**config.mk**
```make
export PLATFORM = sky130hd
export DESIGN_NAME = slot_enum_front
export DESIGN_NICKNAME = d
export VERILOG_FILES = /design/src/rtl/slot_enum_pkg.sv /design/src/rtl/slot_base_reg.sv /design/src/rtl/slot_claim_dec.sv /design/src/rtl/slot_cycle_trk.sv /design/src/rtl/slot_enum_front.sv
export SDC_FILE = /design/constraint.sdc
export NUM_CORES = 1
export LEC_CHECK = 0
export CAP_MARGIN = 20
export CORE_AREA = 2 2 48 50
export CTS_BUF_LIST = sky130_fd_sc_hd__clkbuf_2 sky130_fd_sc_hd__clkbuf_4 sky130_fd_sc_hd__clkbuf_8
export CTS_CLUSTER_SIZE = 24
export DETAILED_ROUTE_END_ITERATION = 10
export DIE_AREA = 0 0 50 52
export DONT_BUFFER_PORTS = 1
export PLACE_DENSITY = 0.71
export SYNTH_ARGS = -nofsm -noshare
export SYNTH_HDL_FRONTEND = slang
export SYNTH_SLANG_ARGS = --single-unit
```
**constraint.sdc**
```tcl
create_clock -name clk -period 1.3 [get_ports clk]
set_input_delay 0.26 -clock clk [delete_from_list [all_inputs] [get_ports clk]]
set_output_delay 0.26 -clock clk [all_outputs]
set_load 0.02 [all_outputs]
```
**src/rtl/slot_enum_pkg.sv**
```systemverilog
package slot_enum_pkg;

   typedef enum logic [1:0] {
      CLAIM_NONE = 2'd0,
      CLAIM_ID   = 2'd1,
      CLAIM_WIN  = 2'd2
   } claim_e;

   function automatic logic [15:0] make_id(input int unsigned kind, input int unsigned state);
      return {kind[7:0], state[7:0]};
   endfunction

endpackage

```
**src/rtl/slot_base_reg.sv**
```systemverilog
module slot_base_reg #(
   parameter int SEL_W = 8
) (
   input  logic             clk,
   input  logic             rst_n,
   input  logic             chain_in,
   input  logic             cap_en,
   input  logic [SEL_W-1:0] cap_val,
   output logic [SEL_W-1:0] base_q,
   output logic             assigned_q
);

   generate
      if (SEL_W < 1) begin : g_bad_sel
         $error("SEL_W must be at least 1");
      end
   endgenerate

   always_ff @(posedge clk or negedge rst_n) begin
      if (!rst_n) begin
         base_q     <= '0;
         assigned_q <= 1'b0;
      end else if (!chain_in) begin
         base_q     <= '0;
         assigned_q <= 1'b0;
      end else if (cap_en && !assigned_q) begin
         base_q     <= cap_val;
         assigned_q <= 1'b1;
      end
   end

   a_r4_assign_needs_capture: assert property (@(posedge clk) disable iff (!rst_n)
      $rose(assigned_q) |-> $past(cap_en));

   a_r2_cleared_when_chain_low: assert property (@(posedge clk) disable iff (!rst_n)
      !chain_in |=> !assigned_q);

   a_r5_base_frozen: assert property (@(posedge clk) disable iff (!rst_n)
      (assigned_q && chain_in) |=> $stable(base_q));

endmodule

```
**src/rtl/slot_claim_dec.sv**
```systemverilog
module slot_claim_dec
   import slot_enum_pkg::*;
#(
   parameter int          ADDR_W       = 16,
   parameter int          SEL_W        = 8,
   parameter int unsigned ID_PORT      = 0,
   parameter bit          FULL_ID_DEC  = 1'b1
) (
   input  logic              chain_in,
   input  logic              assigned,
   input  logic [SEL_W-1:0]  base,
   input  logic [ADDR_W-1:0] addr,
   output claim_e            claim
);

   localparam int OFF_W = ADDR_W - SEL_W;

   generate
      if (OFF_W < 1) begin : g_bad_split
         $error("ADDR_W must exceed SEL_W");
      end
   endgenerate

   logic id_hit;
   logic win_hit;

   generate
      if (FULL_ID_DEC) begin : g_full_id
         assign id_hit = (addr == ADDR_W'(ID_PORT));
      end else begin : g_low_id
         assign id_hit = (addr[OFF_W-1:0] == OFF_W'(ID_PORT));
      end
   endgenerate

   assign win_hit = (addr[ADDR_W-1:OFF_W] == base);

   always_comb begin
      claim = CLAIM_NONE;
      if (chain_in) begin
         if (!assigned) begin
            if (id_hit) claim = CLAIM_ID;
         end else if (win_hit) begin
            claim = CLAIM_WIN;
         end
      end
   end

endmodule

```
**src/rtl/slot_cycle_trk.sv**
```systemverilog
module slot_cycle_trk
   import slot_enum_pkg::*;
#(
   parameter int OFF_W = 8
) (
   input  logic             clk,
   input  logic             rst_n,
   input  logic             chain_in,
   input  logic             rd_n,
   input  logic             wr_n,
   input  claim_e           claim,
   input  logic [OFF_W-1:0] off_in,
   output logic             start,
   output claim_e           held_q,
   output logic             wr_q,
   output logic [OFF_W-1:0] off_q,
   output logic             ack
);

   logic strobe_act;
   logic prev_q;

   assign strobe_act = !rd_n || !wr_n;
   assign start      = strobe_act && !prev_q;

   always_ff @(posedge clk or negedge rst_n) begin
      if (!rst_n) begin
         prev_q <= 1'b0;
         held_q <= CLAIM_NONE;
         wr_q   <= 1'b0;
         off_q  <= '0;
      end else begin
         prev_q <= strobe_act;
         if (!strobe_act || !chain_in) begin
            held_q <= CLAIM_NONE;
            wr_q   <= 1'b0;
         end else if (start) begin
            held_q <= claim;
            wr_q   <= !wr_n;
            off_q  <= off_in;
         end
      end
   end

   assign ack = (held_q != CLAIM_NONE);

   a_r8_ack_follows_strobe: assert property (@(posedge clk) disable iff (!rst_n)
      ack |-> $past(strobe_act));

   a_r8_ack_drops_on_release: assert property (@(posedge clk) disable iff (!rst_n)
      !strobe_act |=> !ack);

   a_r2_no_ack_chain_low: assert property (@(posedge clk) disable iff (!rst_n)
      !chain_in |=> !ack);

endmodule

```
**src/rtl/slot_enum_front.sv**
```systemverilog
module slot_enum_front
   import slot_enum_pkg::*;
#(
   parameter int          ADDR_W      = 16,
   parameter int          DATA_W      = 16,
   parameter int          SEL_W       = 8,
   parameter int unsigned ID_KIND     = 31,
   parameter int unsigned ID_STATE    = 41,
   parameter int unsigned ID_PORT     = 0,
   parameter bit          FULL_ID_DEC = 1'b1
) (
   input  logic                    clk,
   input  logic                    rst_n,
   input  logic                    chain_in,
   input  logic                    bus_rd_n,
   input  logic                    bus_wr_n,
   input  logic [ADDR_W-1:0]       bus_addr,
   input  logic [DATA_W-1:0]       bus_wdata,
   output logic [DATA_W-1:0]       bus_rdata,
   output logic                    bus_ack,
   output logic                    win_sel,
   output logic                    win_rd,
   output logic                    win_wr,
   output logic [ADDR_W-SEL_W-1:0] win_off,
   output logic                    chain_out
);

   localparam int          OFF_W   = ADDR_W - SEL_W;
   localparam logic [15:0] ID_WORD = make_id(ID_KIND, ID_STATE);

   generate
      if (DATA_W < 16) begin : g_bad_data
         $error("DATA_W must hold the 16-bit identification word");
      end
      if (SEL_W > DATA_W) begin : g_bad_sel
         $error("SEL_W cannot exceed DATA_W");
      end
      if (ID_KIND > 255 || ID_STATE > 255) begin : g_bad_id
         $error("identification bytes must fit in 8 bits");
      end
   endgenerate

   logic [SEL_W-1:0] base_q;
   logic             assigned_q;
   claim_e           claim;
   claim_e           held_q;
   logic             start;
   logic             wr_q;
   logic             cap_en;

   slot_base_reg #(.SEL_W(SEL_W)) u_base (
      .clk        (clk),
      .rst_n      (rst_n),
      .chain_in   (chain_in),
      .cap_en     (cap_en),
      .cap_val    (bus_wdata[SEL_W-1:0]),
      .base_q     (base_q),
      .assigned_q (assigned_q)
   );

   slot_claim_dec #(
      .ADDR_W      (ADDR_W),
      .SEL_W       (SEL_W),
      .ID_PORT     (ID_PORT),
      .FULL_ID_DEC (FULL_ID_DEC)
   ) u_dec (
      .chain_in (chain_in),
      .assigned (assigned_q),
      .base     (base_q),
      .addr     (bus_addr),
      .claim    (claim)
   );

   slot_cycle_trk #(.OFF_W(OFF_W)) u_trk (
      .clk      (clk),
      .rst_n    (rst_n),
      .chain_in (chain_in),
      .rd_n     (bus_rd_n),
      .wr_n     (bus_wr_n),
      .claim    (claim),
      .off_in   (bus_addr[OFF_W-1:0]),
      .start    (start),
      .held_q   (held_q),
      .wr_q     (wr_q),
      .off_q    (win_off),
      .ack      (bus_ack)
   );

   assign cap_en    = start && !bus_wr_n && (claim == CLAIM_ID);
   assign chain_out = assigned_q;
   assign win_sel   = (held_q == CLAIM_WIN);
   assign win_rd    = win_sel && !wr_q;
   assign win_wr    = win_sel && wr_q;
   assign bus_rdata = (held_q == CLAIM_ID && !wr_q) ? DATA_W'(ID_WORD) : '0;

   a_r3_data_only_under_ack: assert property (@(posedge clk) disable iff (!rst_n)
      (bus_rdata != '0) |-> bus_ack);

   a_r6_window_needs_assign: assert property (@(posedge clk) disable iff (!rst_n)
      win_sel |-> chain_out);

   a_r6_one_direction: assert property (@(posedge clk) disable iff (!rst_n)
      $onehot0({win_rd, win_wr}));

   a_r4_chain_rises_with_ack: assert property (@(posedge clk) disable iff (!rst_n)
      $rose(chain_out) |-> bus_ack);

endmodule

```
==> tab_implementation.tex <==
\begin{tabular}{lr}
\hline
Metric & Value \\
\hline
\multicolumn{2}{l}{\textbf{Worst setup path}} \\
Max stage delay on crit path & 0.45 ns \\
Top cell family by delay on the critical path & flip-flops \\
Number of logic stages on the critical path including buffering & 2 \\
Kind of start point of the critical path & flip-flop \\
Kind of end point of the critical path & output pin \\
Slowest stage cell on the critical path & sky130\_fd\_sc\_hd\_\_dfrtp\_1 \\
Critical-path cell list & nor3b\_4 -> buf\_12 \\
Worst Reg2Reg Path Length in Cells & 5 \\
Required time of the worst setup path & 1.04 ns \\
WP buf/inv & 1 \\
Arrival time of the worst setup path & 1.26 ns \\
Max Fanout on Critical Path & 7 \\
Kind of critical path & flip-flop to output pin \\
\multicolumn{2}{l}{\textbf{Finish}} \\
ANT cells & 0 \\
Growth of design area from synthesis to finish & 15.1\% \\
Final cell utilization of the core & 62.6\% \\
Final-stage net count & 150 \\
Cell area after layout & 1320 um\^{}2 \\
Share of post-route cells with drive strength above 1 & 34.8\% \\
\multicolumn{2}{l}{\textbf{STA}} \\
Final setup violation count & 18 \\
Final clock period utilization by the worst path & 117\% \\
Slew at the pin closest to its max-slew limit & 0.917 ns \\
Max Slew Vio Count & 0 \\
Worst-case clock skew & 0.00141 ns \\
Highest achievable clock rate & 0.658 GHz \\
Final critical-path required period & 1.52 ns \\
Final WS setup & -0.221 ns \\
Total negative setup slack & -2.62 ns \\
Hold Fails Final Rpt & 0 \\
Worst slew margin & 38.9\% \\
Setup repair after global routing missed its margin & true \\
\multicolumn{2}{l}{\textbf{Detailed routing}} \\
Total wirelength of the detailed-routed design & 2.24 mm \\
Post-route DRC & 0 \\
Vias per Instance & 5.48 \\
DR WL/cell & 16.0 um \\
Overall via count from detail\_route & 767 \\
Violation count after the first detailed-routing iteration & 6 \\
Detail Route Antenna Nets & 0 \\
Number of iterations in the first detailed-routing pass & 4 \\
\multicolumn{2}{l}{\textbf{Die}} \\
Area of the core region & 2110 um\^{}2 \\
Starting density of the core & 54.4\% \\
Row count & 17 \\
Number of I/O pins & 66 \\
Die Y-Extent & 52 um \\
Die Footprint & 2600 um\^{}2 \\
Die W & 50 um \\
\multicolumn{2}{l}{\textbf{Global route}} \\
First-pass GRT wire length & 3.54 mm \\
Tot GR Track Use & 18.3\% \\
Sum of overflow across all layers after global routing & 0 \\
Initial antenna violation count & 0 \\
Maximum number of pins on one net before global-route repair & 22 \\
Via count of the first global-routing pass & 825 \\
\multicolumn{2}{l}{\textbf{Synthesis}} \\
Top-count cell post-synth & sky130\_fd\_sc\_hd\_\_dfrtp\_1 \\
Syn avg cell area & 10.7 um\^{}2 \\
Post-synth design cell area & 1150 um\^{}2 \\
Cell types with the largest area share after synthesis & sky130\_fd\_sc\_hd\_\_dfrtp\_1, sky130\_fd\_sc\_hd\_\_buf\_4, sky130\_fd\_sc\_hd\_\_mux2\_2 \\
Count of mapped cells out of synthesis & 107 \\
Number of enable flip-flop cells after synthesis & 0 \\
Most frequently used flop master after synthesis & sky130\_fd\_sc\_hd\_\_dfrtp\_1 \\
Share of synthesized area occupied by flip-flops and latches & 45.9\% \\
Most frequent cells after synthesis & sky130\_fd\_sc\_hd\_\_dfrtp\_1, sky130\_fd\_sc\_hd\_\_buf\_4, sky130\_fd\_sc\_hd\_\_nand2\_1 \\
Number of register bits inferred by synthesis & 21 \\
Library cell occupying the most area in the post-synthesis netlist & sky130\_fd\_sc\_hd\_\_dfrtp\_1 \\
Top-area cell type share of the netlist area & 45.9\% \\
Fraction of registers with async set/reset & 100\% \\
Distinct cell type count of the synthesized netlist & 30 \\
Count of warnings emitted by yosys & 0 \\
\multicolumn{2}{l}{\textbf{Run}} \\
Count of max-cap constraint violations & 0 \\
\multicolumn{2}{l}{\textbf{CTS}} \\
Clock-pin transition on the worst setup and hold timing paths & 0.12 ns \\
Number of sinks handled by clock tree synthesis & 21 \\
Bufs on Longest Clock Path & 2 \\
H-tree level count & 1 \\
Clock root buffer & sky130\_fd\_sc\_hd\_\_clkbuf\_4 \\
Worst skew pair latency & 0.31 ns \\
Clock tree from TritonCTS & yes \\
Number of buffers created by CTS & 3 \\
\multicolumn{2}{l}{\textbf{Place}} \\
Half-perimeter wire length after detailed placement & 1.67 mm \\
Area post-placement & 1240 um\^{}2 \\
RePlAce Congestion & 0.766 \\
Count of buffers from port buffering & 0 \\
Pre-CTS setup slack & -0.345 ns \\
\multicolumn{2}{l}{\textbf{Status}} \\
Violated checks & negative setup slack \\
Status & complete, but fails checks \\
\multicolumn{2}{l}{\textbf{Min path}} \\
Depth of the worst hold-timing path & 1 \\
Min-Delay Path Class & input pin to flip-flop \\
\multicolumn{2}{l}{\textbf{Pwr}} \\
Worst VDD drop & 769 uV \\
Power density over the cells & 998 nW/um\^{}2 \\
Leakage power total & 0.604 nW \\
Final total power & 1.32 mW \\
\hline
\end{tabular}
-- registers in the layout, indices dropped and copies added, names as in the netlist --
register,flops
u_base.assigned_q,1
u_base.base_q,8
u_trk.wr_q,1
u_trk.prev_q,1
u_trk.off_q,8
u_trk.held_q,2
-- per-stage QoR --
stage	hold WS (ns)	instances
6_report	0.0498	140
5_1_grt	0.0344	140
4_1_cts	0.0523	142
3_5_place_dp	-0.0353	135
3_3_place_gp	-0.0352	135
2_1_floorplan	-0.0356	114
-- layout make-up --
cell class,count,area (um^2)
Inverter,1,3.75
Tap cell,28,35.0
Sequential cell,21,527
Multi-Input combinational cell,74,594
Timing Repair Buffer,12,131
Clock inverter,1,5.00
Fill cell,187,787
Clock buffer,3,22.5
-- final timing paths --
check	startpoint	end	slack, ns
max	u_trk.held_q[1]	bus_rdata[10]	-0.22
min	bus_wr_n	u_trk.prev_q	0.05
max reg2reg	u_trk.prev_q	u_base.base_q[7]	-0.10
min reg2reg	u_base.base_q[0]	u_base.base_q[0]	0.56
max in group asynchronous	rst_n	u_trk.wr_q	0.54
min in group asynchronous	rst_n	u_base.base_q[5]	0.14
-- worst register-to-register path: cells and delay by family, from the launching register on --
kind,cells,cell delay (ns)
AND/OR/NAND/NOR,3,0.59
flip-flops,1,0.42
multiplexers,1,0.19
buffers and inverters,1,0.13
-- layer usage --
metal  up-vias  track usage [%]  wire (um)
met5         -                0          0
met4         0             8.80         51
met3         6             6.61        185
met2        34             30.9       1120
met1       371             20.3        889
li1        356                -          -
-- placed cells by master (no fill, tap or decap), types with 4 or more instances in the layout --
master / n
sky130_fd_sc_hd__xor2_1: 4
sky130_fd_sc_hd__nand2_1: 15
sky130_fd_sc_hd__buf_4: 6
sky130_fd_sc_hd__dfrtp_1: 20
sky130_fd_sc_hd__xnor2_1: 4
sky130_fd_sc_hd__conb_1: 8
sky130_fd_sc_hd__nand4_1: 4
sky130_fd_sc_hd__mux2i_1: 6
sky130_fd_sc_hd__mux2_4: 8
-- power breakdown --
part           total, mW  internal [mW]  switching, mW
clock              0.317          0.115          0.203
combinational      0.175          0.104         0.0718
sequential         0.823          0.710          0.114
-- kinds of logic (layout without fill, tap and decap cells) --
group                  after synthesis  count (layout)  synth area share (%)
other                                1               8                 0.327
AND/OR/NAND/NOR                     36              36                  17.8
XOR/XNOR                             8               8                  6.11
AO/OA/AOI/OAI                        8               8                  4.91
buffers and inverters               19              17                  11.9
flip-flops                          21              21                  45.9
multiplexers                        14              14                  13.1
-- what timing repair did --
| item | 4_1_cts | 5_1_grt |
|---|---|---|
| setup buffers | 2 | 1 |
| endpoints found under the hold margin | 21 | 0 |
| gates resized for setup | 7 | 7 |
| hold buffers | 1 | 0 |
| endpoints found under the setup margin | 21 | 32 |
| pin swaps | 2 | 4 |
(Power assumes the default switching activity.)
